File: config.mk
export PLATFORM = sky130hd
export DESIGN_NAME = eprom_rd_ctrl
export DESIGN_NICKNAME = d
export VERILOG_FILES = /design/src/rtl/eprom_rd_pkg.sv /design/src/rtl/eprom_wait_timer.sv /design/src/rtl/eprom_rd_fsm.sv /design/src/rtl/eprom_rd_datapath.sv /design/src/rtl/eprom_rd_ctrl.sv
export SDC_FILE = /design/constraint.sdc
export NUM_CORES = 1
export LEC_CHECK = 0
export BUFFER_PORTS_ARGS = -buffer_cell sky130_fd_sc_hd__clkbuf_2
export CORE_MARGIN = 2
export CORE_UTILIZATION = 43
export CTS_CLUSTER_DIAMETER = 80
export DETAILED_ROUTE_END_ITERATION = 8
export PLACE_DENSITY = 0.72
export RECOVER_POWER = 50
export SLEW_MARGIN = 15
export SYNTH_ARGS = -nofsm -noshare
export SYNTH_HDL_FRONTEND = slang
export SYNTH_HIERARCHICAL = 1
export SYNTH_SLANG_ARGS = --single-unit
File: constraint.sdc
create_clock -name clk -period 3.71 [get_ports clk]
set_clock_uncertainty 0.1 [all_clocks]
set_input_delay 0.742 -clock clk [delete_from_list [all_inputs] [get_ports clk]]
set_output_delay 0.742 -clock clk [all_outputs]
set_load 0.005 [all_outputs]
File: src/rtl/eprom_rd_pkg.sv
package eprom_rd_pkg;

  typedef enum logic [1:0] {
    ST_IDLE = 2'd0,
    ST_ADDR = 2'd1,
    ST_OEN  = 2'd2,
    ST_TURN = 2'd3
  } rd_state_e;

  function automatic int unsigned ceil_div(int unsigned num, int unsigned den);
    return (num + den - 1) / den;
  endfunction

  function automatic int unsigned floor_one(int unsigned v);
    return (v == 0) ? 1 : v;
  endfunction

  function automatic int unsigned max3(int unsigned a, int unsigned b, int unsigned c);
    int unsigned m;
    m = (a > b) ? a : b;
    return (m > c) ? m : c;
  endfunction

endpackage

File: src/rtl/eprom_wait_timer.sv
module eprom_wait_timer #(
  parameter int unsigned CNT_W = 5
) (
  input  logic             clk,
  input  logic             rst_n,
  input  logic             load,
  input  logic [CNT_W-1:0] load_val,
  output logic             expired
);

  logic [CNT_W-1:0] cnt_q, cnt_d;

  always_comb begin
    cnt_d = cnt_q;
    if (load)              cnt_d = load_val;
    else if (cnt_q != '0)  cnt_d = cnt_q - 1'b1;
  end

  always_ff @(posedge clk or negedge rst_n) begin
    if (!rst_n) cnt_q <= '0;
    else        cnt_q <= cnt_d;
  end

  assign expired = (cnt_q == '0);

  // an expired count rests at zero until reloaded
  p_count_floor_r4: assert property (@(posedge clk) disable iff (!rst_n)
    (!load && cnt_q == '0) |=> (cnt_q == '0));

endmodule

File: src/rtl/eprom_rd_fsm.sv
module eprom_rd_fsm
  import eprom_rd_pkg::*;
#(
  parameter int unsigned CNT_W   = 5,
  parameter int unsigned PRE_CYC = 13,
  parameter int unsigned OE_CYC  = 10,
  parameter int unsigned DF_CYC  = 7
) (
  input  logic             clk,
  input  logic             rst_n,
  input  logic             req_valid,
  input  logic             req_id,
  input  logic             expired,
  output logic             accept,
  output logic             sample,
  output logic             load,
  output logic [CNT_W-1:0] load_val,
  output logic             ce_n,
  output logic             oe_n,
  output logic             hv_req,
  output logic             busy
);

  localparam logic [CNT_W-1:0] PRE_LD = CNT_W'(PRE_CYC - 1);
  localparam logic [CNT_W-1:0] OE_LD  = CNT_W'(OE_CYC - 1);
  localparam logic [CNT_W-1:0] DF_LD  = CNT_W'(DF_CYC - 1);

  rd_state_e state_q, state_d;
  logic      id_q, id_d;
  logic      ce_n_q, oe_n_q, hv_q, busy_q;
  logic      in_access_d;

  always_comb begin
    state_d  = state_q;
    load     = 1'b0;
    load_val = '0;
    accept   = 1'b0;
    sample   = 1'b0;
    unique case (state_q)
      ST_IDLE: if (req_valid) begin
        accept   = 1'b1;
        load     = 1'b1;
        load_val = PRE_LD;
        state_d  = ST_ADDR;
      end
      ST_ADDR: if (expired) begin
        load     = 1'b1;
        load_val = OE_LD;
        state_d  = ST_OEN;
      end
      ST_OEN: if (expired) begin
        sample   = 1'b1;
        load     = 1'b1;
        load_val = DF_LD;
        state_d  = ST_TURN;
      end
      ST_TURN: if (expired) state_d = ST_IDLE;
      default: state_d = ST_IDLE;
    endcase
    id_d        = accept ? req_id : id_q;
    in_access_d = (state_d == ST_ADDR) || (state_d == ST_OEN);
  end

  always_ff @(posedge clk or negedge rst_n) begin
    if (!rst_n) begin
      state_q <= ST_IDLE;
      id_q    <= 1'b0;
      ce_n_q  <= 1'b1;
      oe_n_q  <= 1'b1;
      hv_q    <= 1'b0;
      busy_q  <= 1'b0;
    end else begin
      state_q <= state_d;
      id_q    <= id_d;
      ce_n_q  <= !in_access_d;
      oe_n_q  <= !(state_d == ST_OEN);
      hv_q    <= in_access_d && id_d;
      busy_q  <= (state_d != ST_IDLE);
    end
  end

  assign ce_n   = ce_n_q;
  assign oe_n   = oe_n_q;
  assign hv_req = hv_q;
  assign busy   = busy_q;

  // high-voltage request dropped whenever the controller is idle
  p_hv_off_idle_r8: assert property (@(posedge clk) disable iff (!rst_n)
    (state_q == ST_IDLE) |-> !hv_q);
  // the release phase never reopens the memory
  p_turn_closed_r7: assert property (@(posedge clk) disable iff (!rst_n)
    (state_q == ST_TURN) |-> (ce_n_q && oe_n_q));

endmodule

File: src/rtl/eprom_rd_datapath.sv
module eprom_rd_datapath #(
  parameter int unsigned ADDR_W = 17,
  parameter int unsigned DATA_W = 8
) (
  input  logic              clk,
  input  logic              rst_n,
  input  logic              accept,
  input  logic              sample,
  input  logic [ADDR_W-1:0] req_addr,
  input  logic              req_id,
  input  logic [DATA_W-1:0] mem_data_i,
  output logic [ADDR_W-1:0] mem_addr,
  output logic              rsp_valid,
  output logic [DATA_W-1:0] rsp_data
);

  logic [ADDR_W-1:0] addr_q, addr_d, id_addr;
  logic [DATA_W-1:0] data_q, data_d;
  logic              vld_q;

  always_comb begin
    id_addr    = '0;
    id_addr[0] = req_addr[0];
    addr_d     = addr_q;
    if (accept) addr_d = req_id ? id_addr : req_addr;
    data_d = sample ? mem_data_i : data_q;
  end

  always_ff @(posedge clk or negedge rst_n) begin
    if (!rst_n) begin
      addr_q <= '0;
      data_q <= '0;
      vld_q  <= 1'b0;
    end else begin
      addr_q <= addr_d;
      data_q <= data_d;
      vld_q  <= sample;
    end
  end

  assign mem_addr  = addr_q;
  assign rsp_valid = vld_q;
  assign rsp_data  = data_q;

  // response strobe lasts one cycle
  p_rsp_single_r5: assert property (@(posedge clk) disable iff (!rst_n)
    rsp_valid |=> !rsp_valid);
  // returned byte holds between strobes
  p_rsp_hold_r5: assert property (@(posedge clk) disable iff (!rst_n)
    !sample |=> $stable(rsp_data));

endmodule

File: src/rtl/eprom_rd_ctrl.sv
module eprom_rd_ctrl
  import eprom_rd_pkg::*;
#(
  parameter int unsigned CLK_PERIOD_PS = 4000,
  parameter bit          FAST_GRADE    = 1'b1,
  parameter int unsigned ADDR_W        = 17,
  parameter int unsigned DATA_W        = 8
) (
  input  logic              clk,
  input  logic              rst_n,
  input  logic              req_valid,
  input  logic [ADDR_W-1:0] req_addr,
  input  logic              req_id,
  output logic              busy,
  output logic              rsp_valid,
  output logic [DATA_W-1:0] rsp_data,
  output logic [ADDR_W-1:0] mem_addr,
  output logic              mem_ce_n,
  output logic              mem_oe_n,
  output logic              mem_pgm_n,
  output logic              mem_a9_hv,
  input  logic [DATA_W-1:0] mem_data_i
);

  localparam int unsigned T_ACC_PS = FAST_GRADE ? 90000 : 120000;
  localparam int unsigned T_OE_PS  = FAST_GRADE ? 40000 : 55000;
  localparam int unsigned T_DF_PS  = FAST_GRADE ? 25000 : 30000;
  localparam int unsigned ACC_CYC  = ceil_div(T_ACC_PS, CLK_PERIOD_PS);
  localparam int unsigned OE_CYC   = floor_one(ceil_div(T_OE_PS, CLK_PERIOD_PS));
  localparam int unsigned DF_CYC   = floor_one(ceil_div(T_DF_PS, CLK_PERIOD_PS));
  localparam int unsigned PRE_CYC  = floor_one((ACC_CYC > OE_CYC) ? ACC_CYC - OE_CYC : 0);
  localparam int unsigned CNT_W    = $clog2(max3(PRE_CYC, OE_CYC, DF_CYC) + 1);

  logic             accept, sample, load, expired;
  logic [CNT_W-1:0] load_val;

  eprom_wait_timer #(.CNT_W(CNT_W)) u_timer (
    .clk(clk), .rst_n(rst_n), .load(load), .load_val(load_val), .expired(expired)
  );

  eprom_rd_fsm #(
    .CNT_W(CNT_W), .PRE_CYC(PRE_CYC), .OE_CYC(OE_CYC), .DF_CYC(DF_CYC)
  ) u_fsm (
    .clk(clk), .rst_n(rst_n), .req_valid(req_valid), .req_id(req_id),
    .expired(expired), .accept(accept), .sample(sample), .load(load),
    .load_val(load_val), .ce_n(mem_ce_n), .oe_n(mem_oe_n),
    .hv_req(mem_a9_hv), .busy(busy)
  );

  eprom_rd_datapath #(.ADDR_W(ADDR_W), .DATA_W(DATA_W)) u_dp (
    .clk(clk), .rst_n(rst_n), .accept(accept), .sample(sample),
    .req_addr(req_addr), .req_id(req_id), .mem_data_i(mem_data_i),
    .mem_addr(mem_addr), .rsp_valid(rsp_valid), .rsp_data(rsp_data)
  );

  assign mem_pgm_n = 1'b1;

  // output-enable only inside chip-enable
  p_oe_in_ce_r6: assert property (@(posedge clk) disable iff (!rst_n)
    !mem_oe_n |-> !mem_ce_n);
  // address steady across an access
  p_addr_hold_r3: assert property (@(posedge clk) disable iff (!rst_n)
    (!mem_ce_n && $past(!mem_ce_n)) |-> $stable(mem_addr));
  // no new address while busy
  p_busy_locks_addr_r2: assert property (@(posedge clk) disable iff (!rst_n)
    busy |=> $stable(mem_addr));
  // high-voltage request only with chip-enable
  p_hv_in_ce_r8: assert property (@(posedge clk) disable iff (!rst_n)
    mem_a9_hv |-> !mem_ce_n);
  // quiet memory interface whenever not busy
  p_idle_quiet_r1: assert property (@(posedge clk) disable iff (!rst_n)
    !busy |-> (mem_ce_n && mem_oe_n && !mem_a9_hv && !rsp_valid));

endmodule

* Yosys cells after proc, flatten, opt, wreduce, memory -nomap -nowiden
Index checks and enable logic that the tools add are counted.
** Word-level totals
- Register bits after elaboration :: 37
- Latch bits :: 0
- RAM bits :: 0
- Bits in read-only memories :: 0
- Output and inout port bits :: 31
- Word-level logic and storage cells :: 44
- Memories :: 0
** Cells by class
- $add $sub $neg :: 1
- Multiply operators :: 0
- Div/mod/pow operators :: 0
- $lt $le $gt $ge :: 0
- Equal/unequal tests :: 5
- Shift operators :: 0
- Mux-type cells :: 18
- Bitwise operators :: 0
- Reduce and logical (&&, ||, !) cells :: 10
** Operator list (number)
- 2-to-1 mux 17 bit :: 1
- 2-to-1 mux 4 bit :: 4
- one-hot mux 4 bit (3 select lines) :: 1
- 2-to-1 mux 2 bit :: 4
- one-hot mux 2 bit (4 select lines) :: 1
- equality test 2 bit (second input constant) :: 3
- 2-to-1 mux 1 bit :: 5
- equality test 2 x 1 -> 1 bit (second input constant) :: 2
- zero test 4 bit :: 1
- nonzero test 2 bit :: 2
- nonzero test 4 bit :: 1
- subtractor 4 x 1 -> 4 bit (second input constant) :: 1
- 2-to-1 mux 3 bit :: 1
- zero test 1 bit :: 2
- zero test 2 bit :: 1
- one-hot mux 1 bit (2 select lines) :: 1
- OR reduction 2 bit :: 1
- logical AND 1 bit :: 1
- logical OR 1 bit :: 1

* Longest topological paths before layout
- Depth after elaboration :: 6
- Mapped depth :: 8
- Depth with buffers taken out :: 8

* Cells and area by module
The synthesis kept the hierarchy.
** Modules (own cells, without submodules)
- eprom_rd_datapath :: instances 1, cells each 88, area each 1056.0 sq um, sequential area each 650.6 sq um
- eprom_rd_fsm :: instances 1, cells each 45, area each 439.2 sq um, sequential area each 177.7 sq um
- eprom_wait_timer :: instances 1, cells each 22, area each 234.0 sq um, sequential area each 100.1 sq um
- eprom_rd_ctrl :: instances 1, cells each 2, area each 11.3 sq um, sequential area each 0.0 sq um

* Worst setup path after synthesis
No wires, ideal clock.
- Path type :: flip-flop to flip-flop
- Start point :: register u_timer.cnt_q[0]
- End point :: register u_timer.cnt_q[3]
- Arrival time :: 1790 ps
- Data required time :: 3484 ps
- Path slack :: 1694 ps
- Cell stages (with the launch flop) :: 9
- Path buffers :: 1
- Cell sequence :: dfrtp_1 inv_1 ha_1 nor3b_4 nand2_1 a21oi_1 clkbuf_1 nor3_1 a221o_1
** On the way
- Longest elaborated chain between the ends :: 4
- Elaborated cells on any way between the ends :: 10
- Classes of those cells :: 1 x add/sub; 6 x mux; 3 x reduce/logical
** RTL lines
- start: declaration :: RTL line eprom_wait_timer.sv:11 : logic [CNT_W-1:0] cnt_q, cnt_d;
- start signal: assignment :: RTL line eprom_wait_timer.sv:21 : else cnt_q <= cnt_d;
- zero test 4 bit * :: RTL line eprom_wait_timer.sv:24 : assign expired = (cnt_q == '0);
- via expired :: RTL line eprom_rd_ctrl.sv:34 : logic accept, sample, load, expired;
- 2-to-1 mux 1 bit * :: RTL line eprom_rd_fsm.sv:46, eprom_rd_fsm.sv:51
- one-hot mux 1 bit (2 select lines) * :: RTL line eprom_rd_fsm.sv:39 : unique case (state_q)
- via load :: RTL line eprom_rd_ctrl.sv:34
- 2-to-1 mux 4 bit / nonzero test 2 bit (equally long branches)
Mark *: on every way through the listed nets, which the timed path passes. The rest lies on a longest branch. The select of a mux whose other input is x is not followed.
A chain may end at the register's enable or synchronous reset.

* Worst setup path after layout
Same ends and word-level chain as after synthesis.

==> metrics.txt <==
core area=a little under 4000 sq um; CTS tree=built; Yosys warnings=6; FP Rows=23; vias post-DR=1,271; # nets final=about 250; crit path DAT=about 2.4 ns; area fraction of the dominant cell type after synthesis=approximately half; via/cell ratio=4.78; Syn Area/Cell=around 11 sq um; setup_tns=0 ns; final slew viol count=38; Hold WC Path Type=flop to flop; Post-synth EDFFs=0; ys flop type=dfrtp_1; fmax=about 440 MHz; post-CTS sizing=0; placed cell count=around 260; Final Non-Filler Cells=between 200 and 300; Comb pwr share=42.6%; # setup viols final=0; required time worst endpoint=approximately 3.8 ns; Slew HR=-27.0%; H-tree depth=2; vias in the first global route=roughly 1,100; unrepaired setup endpoints after global routing=false; clock network power share=between 10% and 20%; Die H=67.6 um; worst setup path start=u_timer/cnt_q[0]; die extent in x=67.6 um; internal power=1.05 mW; largest net degree at the start of global routing=38; most common cell in the netlist=dfrtp_1; I/O Pins=60; top cells by area, synth=dfrtp_1 50%, mux2_2 7.1%, nand3b_1 6.9%; worst r2r src=u_timer/cnt_q[0]; final worst path period share=a little over 60%; CTS Buf Count=5; slack of the critical path=roughly 1.4 ns; Commonest cells post-synth=35 x dfrtp_1, 25 x inv_1, 16 x nand3b_1, 16 x o21ai_0, 11 x mux2_2; status=finished, violations left; Switching Share=a little over a third; type of origin of the critical path=flop; clock root cell=clkbuf_8; total setup buffers inserted after CTS=0; worst-skew pair later-pin latency=0.28 ns; Crit Path Class=flop to flop; dpl hpwl=around 2400 um; CTS sink count=37; register area share after synthesis=53.3%; 1st-iter DRT viols=roughly 40; Max-cap violations=1; Post-DP Area=2040 sq um; overall power=1.66 mW; Yosys top cell by area=dfrtp_1; Filler cells=approximately 370; Async SR Flop Fraction=between 90% and 100%; final hold slack=~0.40 ns; GP Congestion=roughly 0.74; Syn Inst Count=about 160; Pre-antenna DRT Iters=4; largest fanout on the critical path=9; Pleak=about 1.0 nW; Setup crit end kind=flop; routed wire length=approximately 3300 um; Mapped Area=approximately 1700 sq um; Starting Density=between 40% and 50%; violated checks=capacitance limit, slew limit; PD cells=between 700 and 800 nW/um^2; ANT nets after route=0; Setup crit end=u_timer/cnt_q[3]; Sequential cell area=928 sq um; CTS max path bufs=2; Reg clk slew, reported paths=0.07 ns; area of the multi-input gates=between 600 and 700 sq um; die area=around 4600 sq um; gr ovfl total=0; Peak VDD IR=0.477 mV; Overall Global Routing Usage=15.0%; Worst Max-Slew Pin Slew=around 1.9 ns; # port buffers=58; FF-to-FF setup slack=about 1.4 ns; Switching Power=approximately 600 uW; fin crit period=~2.3 ns; post-place setup slack=1.45 ns; Yosys reg bits=37; first-pass GRT wire length=between 5000 and 6000 um; Area Growth Syn to Fin=20.9%; Hold Vio Cnt, Final=0; syn_nets=a little under 200; wire per inst=approximately 12 um; Worst R2R End=u_timer/cnt_q[3]; Design Area, Final=approximately 2100 sq um; initial antenna violation count=0; CTS Hold Bufs=0; cells on worst reg2reg path=7; drt drc=0; Reg power frac=between 40% and 50%; fraction of layout cells with a size suffix above 1=roughly a third; Yosys cell types=31; ant diodes=0; final core utilization=a little over half
worst max-delay path, stage by stage, from the launching register on:
cell and delay [ns]:
dfrtp_1 0.37, inv_1 0.10, ha_1 0.22, nor3b_4 0.40, nand2_1 0.11, a21oi_1 0.44
nor3_1 0.11, a221o_1 0.33
per-layer routing:
metal / up-vias / share of wire (%) / GRT usage (%)
met5: - / 0 / 0
met4: 0 / 0 / 4.59
met3: 0 / 6.0 / 4.50
met2: 40 / 47 / 22.9
met1: 597 / 47 / 20.3
li1: 634 / - / -
power groups by stage:
| stage | Combinational, mW | Clock [mW] | Sequential (mW) |
|---|---|---|---|
| 4_1_cts | 0.722 | 0.275 | 0.691 |
| 6_report | 0.706 | 0.262 | 0.689 |
| 3_3_place_gp | 0.699 | 0 | 0.690 |
| 3_5_place_dp | 0.718 | 0 | 0.698 |
| 5_1_grt | 0.805 | 0.288 | 0.718 |
| 2_1_floorplan | 0.478 | 0 | 0.700 |
layout by cell type (no fill, tap or decap), types with 6 or more instances in the layout:
master / Yosys / routed
clkbuf_2: 0 / 46
dfrtp_1: 35 / 35
inv_1: 25 / 25
nand3b_1: 16 / 16
o21ai_0: 16 / 16
clkbuf_1: 1 / 13
mux2_2: 11 / 11
ha_1: 7 / 7
nand2_1: 6 / 6
how the worst min path moves through the flow:
stage               start               end  depth (start not counted)
2_1_floorplan       rst_n  u_dp/mem_addr[0]                          0
3_3_place_gp   u_fsm/id_q        u_fsm/id_q                          1
3_5_place_dp   u_fsm/id_q        u_fsm/id_q                          1
4_1_cts        u_fsm/id_q        u_fsm/id_q                          1
5_1_grt        u_fsm/id_q        u_fsm/id_q                          1
6_report       u_fsm/id_q        u_fsm/id_q                          1
flip-flops by register name, summed over array words and instances (netlist names):
| name | count |
|---|---|
| u_timer/cnt_q | 4 |
| u_fsm/hv_req | 1 |
| u_fsm/state_q | 2 |
| u_fsm/busy | 1 |
| u_fsm/ce_n | 1 |
| u_dp/rsp_valid | 1 |
| u_fsm/id_q | 1 |
| u_fsm/oe_n | 1 |
| u_dp/mem_addr | 17 |
| u_dp/rsp_data | 8 |
cell type report:
class                   count  share of cell area [%]
flip-flops and latches     37                    44.1
multi-input cells          88                    31.5
repair buffers             58                    13.1
inverters                  25                    4.46
clock buffers               7                    3.63
well taps                  50                    2.97
clock inverters             1                   0.238
kinds of logic after synthesis:
| kind of cell | share of synthesized area (%) |
|---|---|
| AND/OR/NAND/NOR | 13.2 |
| multiplexers | 8.27 |
| AO/OA/AOI/OAI | 10.9 |
| XOR/XNOR | 0.503 |
| other | 0.215 |
| flip-flops | 53.3 |
| buffers and inverters | 8.55 |
| adder cells (fa/ha/maj) | 5.03 |
No activity file was read; power rests on OpenSTA's default activity.
